File: config.mk
export PLATFORM = sky130hd
export DESIGN_NAME = pw_access_ctrl
export DESIGN_NICKNAME = d
export VERILOG_FILES = /design/src/rtl/pwacc_pkg.sv /design/src/rtl/pwacc_entry_reg.sv /design/src/rtl/pwacc_level_eval.sv /design/src/rtl/pwacc_perm_check.sv /design/src/rtl/pw_access_ctrl.sv
export SDC_FILE = /design/constraint.sdc
export NUM_CORES = 1
export LEC_CHECK = 0
export BUFFER_PORTS_ARGS = -buffer_cell sky130_fd_sc_hd__buf_2
export CAP_MARGIN = 25
export CORE_ASPECT_RATIO = 1.4
export CORE_MARGIN = 4
export CORE_UTILIZATION = 46
export CTS_CLUSTER_DIAMETER = 150
export DETAILED_ROUTE_END_ITERATION = 10
export GPL_TIMING_DRIVEN = 0
export HOLD_SLACK_MARGIN = 0.08
export PLACE_DENSITY = 0.78
export SLEW_MARGIN = 20
export SYNTH_ARGS = -nofsm -noshare
export SYNTH_HDL_FRONTEND = slang
export SYNTH_SLANG_ARGS = --single-unit
File: constraint.sdc
create_clock -name clk -period 2.9 [get_ports clk]
set_input_delay 0.435 -clock clk [delete_from_list [all_inputs] [get_ports clk]]
set_output_delay 0.435 -clock clk [all_outputs]
set_load 0.005 [all_outputs]
File: src/rtl/pwacc_pkg.sv
package pwacc_pkg;

    typedef enum logic [1:0] {
        LVL_USER = 2'd0,
        LVL_ONE  = 2'd1,
        LVL_TWO  = 2'd2
    } level_e;

    typedef enum logic [2:0] {
        CLS_OPEN     = 3'd0,
        CLS_STATUS   = 3'd1,
        CLS_USERDATA = 3'd2,
        CLS_CONFIG   = 3'd3,
        CLS_ENTRY    = 3'd4,
        CLS_PWSTORE  = 3'd5
    } acc_class_e;

    // minimum level for one direction; never = no level suffices
    typedef struct packed {
        logic   never;
        level_e min_lvl;
    } side_rule_t;

    typedef struct packed {
        side_rule_t rd;
        side_rule_t wr;
    } perm_rule_t;

    function automatic side_rule_t side(input logic never, input level_e min_lvl);
        side_rule_t s;
        s.never   = never;
        s.min_lvl = min_lvl;
        return s;
    endfunction

    function automatic perm_rule_t rule_of(input acc_class_e c);
        perm_rule_t r;
        case (c)
            CLS_OPEN:     begin r.rd = side(1'b0, LVL_USER); r.wr = side(1'b0, LVL_USER); end
            CLS_STATUS:   begin r.rd = side(1'b0, LVL_USER); r.wr = side(1'b0, LVL_TWO);  end
            CLS_USERDATA: begin r.rd = side(1'b0, LVL_ONE);  r.wr = side(1'b0, LVL_ONE);  end
            CLS_CONFIG:   begin r.rd = side(1'b0, LVL_TWO);  r.wr = side(1'b0, LVL_TWO);  end
            CLS_ENTRY:    begin r.rd = side(1'b1, LVL_TWO);  r.wr = side(1'b0, LVL_USER); end
            CLS_PWSTORE:  begin r.rd = side(1'b1, LVL_TWO);  r.wr = side(1'b0, LVL_TWO);  end
            default:      begin r.rd = side(1'b1, LVL_TWO);  r.wr = side(1'b1, LVL_TWO);  end
        endcase
        return r;
    endfunction

    function automatic logic side_grants(input side_rule_t s, input level_e lvl);
        return !s.never && (lvl >= s.min_lvl);
    endfunction

endpackage

File: src/rtl/pwacc_entry_reg.sv
module pwacc_entry_reg #(
    parameter int PW_BYTES = 4,
    parameter int BYTE_W   = 8,
    parameter int ADDR_W   = 8,
    parameter int BASE     = 'h7B,
    localparam int PW_W    = PW_BYTES * BYTE_W
) (
    input  logic              clk,
    input  logic              rst,
    input  logic              wr_en,
    input  logic [ADDR_W-1:0] wr_addr,
    input  logic [BYTE_W-1:0] wr_data,
    output logic [PW_W-1:0]   entry_q
);
    // slot 0 is the most significant byte
    for (genvar k = 0; k < PW_BYTES; k++) begin : g_slot
        localparam logic [ADDR_W-1:0] SLOT_ADDR = ADDR_W'(BASE + k);
        localparam int                HI        = PW_W - 1 - k * BYTE_W;
        logic [BYTE_W-1:0] byte_q;

        always_ff @(posedge clk) begin
            if (rst) begin
                byte_q <= '1;
            end else if (wr_en && (wr_addr == SLOT_ADDR)) begin
                byte_q <= wr_data;
            end
        end

        assign entry_q[HI -: BYTE_W] = byte_q;
    end
endmodule

File: src/rtl/pwacc_level_eval.sv
module pwacc_level_eval
    import pwacc_pkg::*;
#(
    parameter int PW_W = 32
) (
    input  logic [PW_W-1:0] entry_q,
    input  logic [PW_W-1:0] pw1,
    input  logic [PW_W-1:0] pw2,
    output level_e          lvl
);
    logic prot_off;
    logic hit_two;
    logic hit_one;

    always_comb begin
        prot_off = &pw2;
        hit_two  = (entry_q == pw2);
        hit_one  = (entry_q == pw1);
        if (prot_off || hit_two) begin
            lvl = LVL_TWO;
        end else if (hit_one) begin
            lvl = LVL_ONE;
        end else begin
            lvl = LVL_USER;
        end
    end
endmodule

File: src/rtl/pwacc_perm_check.sv
module pwacc_perm_check
    import pwacc_pkg::*;
#(
    parameter int DATA_W = 8
) (
    input  logic [2:0]        q_class,
    input  logic              q_write,
    input  level_e            lvl,
    input  logic [DATA_W-1:0] q_rdata_raw,
    output logic              q_allow,
    output logic [DATA_W-1:0] q_rdata
);
    perm_rule_t rule;

    always_comb begin
        rule    = rule_of(acc_class_e'(q_class));
        q_allow = q_write ? side_grants(rule.wr, lvl) : side_grants(rule.rd, lvl);
        q_rdata = (!q_write && q_allow) ? q_rdata_raw : '0;
    end
endmodule

File: src/rtl/pw_access_ctrl.sv
module pw_access_ctrl
    import pwacc_pkg::*;
#(
    parameter int PW_BYTES   = 4,
    parameter int DATA_W     = 8,
    parameter int ADDR_W     = 8,
    parameter int ENTRY_BASE = 'h7B,
    localparam int PW_W      = PW_BYTES * DATA_W
) (
    input  logic              clk,
    input  logic              rst,
    input  logic              wr_en,
    input  logic [ADDR_W-1:0] wr_addr,
    input  logic [DATA_W-1:0] wr_data,
    input  logic [PW_W-1:0]   stored_pw1,
    input  logic [PW_W-1:0]   stored_pw2,
    input  logic [2:0]        q_class,
    input  logic              q_write,
    input  logic [DATA_W-1:0] q_rdata_raw,
    output logic              q_allow,
    output logic [DATA_W-1:0] q_rdata,
    output logic [1:0]        level
);
    logic [PW_W-1:0] entry_q;
    level_e          lvl;

    pwacc_entry_reg #(
        .PW_BYTES (PW_BYTES),
        .BYTE_W   (DATA_W),
        .ADDR_W   (ADDR_W),
        .BASE     (ENTRY_BASE)
    ) u_entry (
        .clk     (clk),
        .rst     (rst),
        .wr_en   (wr_en),
        .wr_addr (wr_addr),
        .wr_data (wr_data),
        .entry_q (entry_q)
    );

    pwacc_level_eval #(
        .PW_W (PW_W)
    ) u_eval (
        .entry_q (entry_q),
        .pw1     (stored_pw1),
        .pw2     (stored_pw2),
        .lvl     (lvl)
    );

    pwacc_perm_check #(
        .DATA_W (DATA_W)
    ) u_perm (
        .q_class     (q_class),
        .q_write     (q_write),
        .lvl         (lvl),
        .q_rdata_raw (q_rdata_raw),
        .q_allow     (q_allow),
        .q_rdata     (q_rdata)
    );

    assign level = lvl;
endmodule

==> flow_metrics.env <==
export IMPL_synth_seq_cells=32
export IMPL_syn_to_final_growth_pct=41.36
export IMPL_dpl_cell_area_um2=2770
export IMPL_clockRootBuffer="clkbuf_8"
export IMPL_worst_pin_slew_ns=0.6432
export IMPL_final_util=0.6770
export IMPL_critPathKind="reg2out"
export IMPL_cts_tree="yes"
export IMPL_synth_area_leaders="dfxtp_1, xor2_1, o211ai_1, nor4_1, o211ai_2"
export IMPL_violations="setup timing"
export IMPL_hold_path_class="in2reg"
export IMPL_cts_inserted_buffers=5
export IMPL_grt_first_pass_wirelength_um=10210
export IMPL_gp_congestion=0.9864
export IMPL_io_pins=106
export IMPL_worst_ep_required_time_ns=2.47
export IMPL_drcViolationCount=0
export IMPL_post_synth_top_area_cell="dfxtp_1"
export IMPL_syn_inst=241
export IMPL_first_pass_iters=4
export IMPL_yosysWarnings=0
export IMPL_worstPathArrival_ns=2.74
export IMPL_grt_max_degree=11
export IMPL_dp_slack_ns=-0.5849
export IMPL_wl_um=7160
export IMPL_postSynthAreaPerCell_um2=9.013
export IMPL_insertion_delay_ns=0.28
export IMPL_slew_viol_final=0
export IMPL_synth_cell_types=29
export IMPL_largest_registers="u_entry.g_slot.byte_q: 32 flops"
export IMPL_pwr_density_cell_nw_per_um2=324.1
export IMPL_synth_main_ff_cell="dfxtp_1"
export IMPL_top_register="u_entry.g_slot.byte_q"
export IMPL_endpoint_kind="primary output"
export IMPL_dr_first_iter_drc_count=53
export IMPL_dpl_hpwl_um=5785
export IMPL_final_nets=455
export IMPL_antenna_found_initial=0
export IMPL_p_leak_uw=0.001388
export IMPL_yosysMostFrequentCell="xor2_1"
export IMPL_stdcell_area_um2=3070
export IMPL_synth_edf_count=0
export IMPL_drive_above_1_share=0.4678
export IMPL_fmax_ghz=0.3151
export IMPL_max_slew_margin=0.5712
export IMPL_hold_viol=0
export IMPL_synth_async_sr_flop_share=0
export IMPL_seq_area_frac_synth=0.2949
export IMPL_n_antenna_cell=0
export IMPL_fillers=364
export IMPL_rows=29
export IMPL_synth_area_um2=2172
export IMPL_holdWs_ns=0.4885
export IMPL_synthDominantCellAreaShare=0.2949
export IMPL_finalSetupViolations=9
export IMPL_synthesis_nets=339
export IMPL_final_antenna_net_count=0
export IMPL_initial_core_util=0.4789
export IMPL_htree_num_levels=2
export IMPL_critPathMaxFanout=5
export IMPL_finClkSkew_ns=0
export IMPL_num_vias=2295
export IMPL_period_minus_slack_ns=3.173
export IMPL_outcome="finished, violations left"
export IMPL_die_y_um=89.31
export IMPL_viasPerCell=5.477
export IMPL_peakVddDrop_v=0.0002589
export IMPL_cts_sinks=32
export IMPL_cts_buffer_depth=2
export IMPL_largest_reg_flops=32
export IMPL_grt_ovfl_total=0
export IMPL_cp_start_kind="flip-flop"
export IMPL_fin_ws_ns=-0.2733
export IMPL_synthTopCellsByCount="xor2_1, dfxtp_1, nand2_1"
export IMPL_min_path_cells=2
export IMPL_grt_pass1_vias=2279
export IMPL_clk_pin_slew_ns=0.07
export IMPL_period_share=1.094
export IMPL_dieArea_um2=5901
export IMPL_grt_use_total=0.2337
export IMPL_ff2ff_path_depth=1
export IMPL_rsz0062_at_grt="yes"
export IMPL_maxCapViolations=0
export IMPL_core_area_um2=4536
export IMPL_detail_route_wl_per_cell_um=17.09
export IMPL_io_buffers=104
export IMPL_fp_dieW_um=66.08
timing repair:
action                                  4_1_cts  5_1_grt
hold buffers                                  0        0
cloned                                        1        0
gates resized for setup                      13       24
buffers inserted                              2        3
endpoints found under the setup margin        9        9
pin swaps                                    11       24
cells by family (layout without fill, tap and decap cells):
logic type | count (synthesis) | in the layout | synth area share
buffers and inverters | 18 | 133 | 0.04319
adders and majority gates | 3 | 3 | 0.01728
and+or+nand+nor | 86 | 87 | 0.2362
DFF | 32 | 32 | 0.2949
AOI/OAI and AO/OA | 38 | 38 | 0.1504
xor gates and xnor gates | 64 | 64 | 0.2581
final timing paths:
check,startpoint,end,slack (ns)
setup / recovery,u_entry.g_slot[1].byte_q[4],q_rdata[2],-0.27
hold / removal,rst,u_entry.g_slot[3].byte_q[4],0.49
setup reg to reg,u_entry.g_slot[3].byte_q[2],u_entry.g_slot[3].byte_q[2],2.17
hold reg to reg,u_entry.g_slot[3].byte_q[1],u_entry.g_slot[3].byte_q[1],0.51
worst max-delay path: stages (launching register included):
cell and delay [ns]:
dfxtp_4 0.36, xor2_2 0.19, nor4_4 0.30, nand4_1 0.17
or3_1 0.38, ha_1 0.29, nand2b_4 0.15, a21oi_4 0.24
nor3_4 0.07, and2_1 0.16, buf_2 0.12
area by class of cell:
type                            instances  area (um^2)  area share
Timing Repair Buffer                  108        550.5      0.1793
Clock buffer                            7        96.34     0.03138
Inverter                               10        37.54     0.01222
Tap cell                               62        77.57     0.02526
Sequential cell                        32        666.9      0.2172
Multi-Input combinational cell        192         1585      0.5163
Buffer                                  8        56.30     0.01834
report_power, final:
| group | leakage, uW | switching (uW) | internal (uW) | total (uW) |
|---|---|---|---|---|
| combinational | 0.00108 | 100 | 84.5 | 185 |
| clock | 0.0000503 | 162 | 211 | 373 |
| sequential | 0.000256 | 1.37 | 436 | 437 |
| total | 0.00139 | 264 | 732 | 995 |
layer usage:
layer / track usage / wire length [um]
met2: 0.4608 / 3862
met5: 0 / 0
met3: 0.05157 / 521
met4: 0.1128 / 295
met1: 0.2242 / 2481
per-stage QoR:
stage	instances	power, uW	TNS, ns
floorplan	241	513.9	0
global placement	407	613.8	-4.708
detailed placement	407	616.8	-5.189
CTS	416	990.2	-2.491
global route	419	1025	-3.433
finish	419	995.1	-2.289
layout by cell type, fill, tap and decap left out, types with 2 or more instances in the layout:
| cell type | Yosys | routed |
|---|---|---|
| xor2_1 | 64 | 61 |
| buf_6 | 3 | 3 |
| dfxtp_1 | 32 | 21 |
| nor4_4 | 1 | 2 |
| o211ai_1 | 16 | 16 |
| inv_1 | 9 | 9 |
| nand4b_4 | 2 | 2 |
| dfxtp_2 | 0 | 6 |
| xor2_2 | 0 | 3 |
| nand2_1 | 26 | 26 |
| ha_1 | 3 | 3 |
| nand4_1 | 12 | 12 |
| a21oi_1 | 4 | 3 |
| nand2_2 | 3 | 3 |
| clkbuf_8 | 0 | 7 |
| and2_1 | 8 | 8 |
| o211ai_2 | 8 | 8 |
| nor4_2 | 0 | 9 |
| nor4_1 | 18 | 8 |
| buf_4 | 0 | 4 |
| nor3_4 | 0 | 2 |
| nor2_1 | 8 | 8 |
| dfxtp_4 | 0 | 5 |
| buf_2 | 3 | 107 |
| a211o_1 | 8 | 8 |
Note: power is estimated with default switching activity, not from simulation.
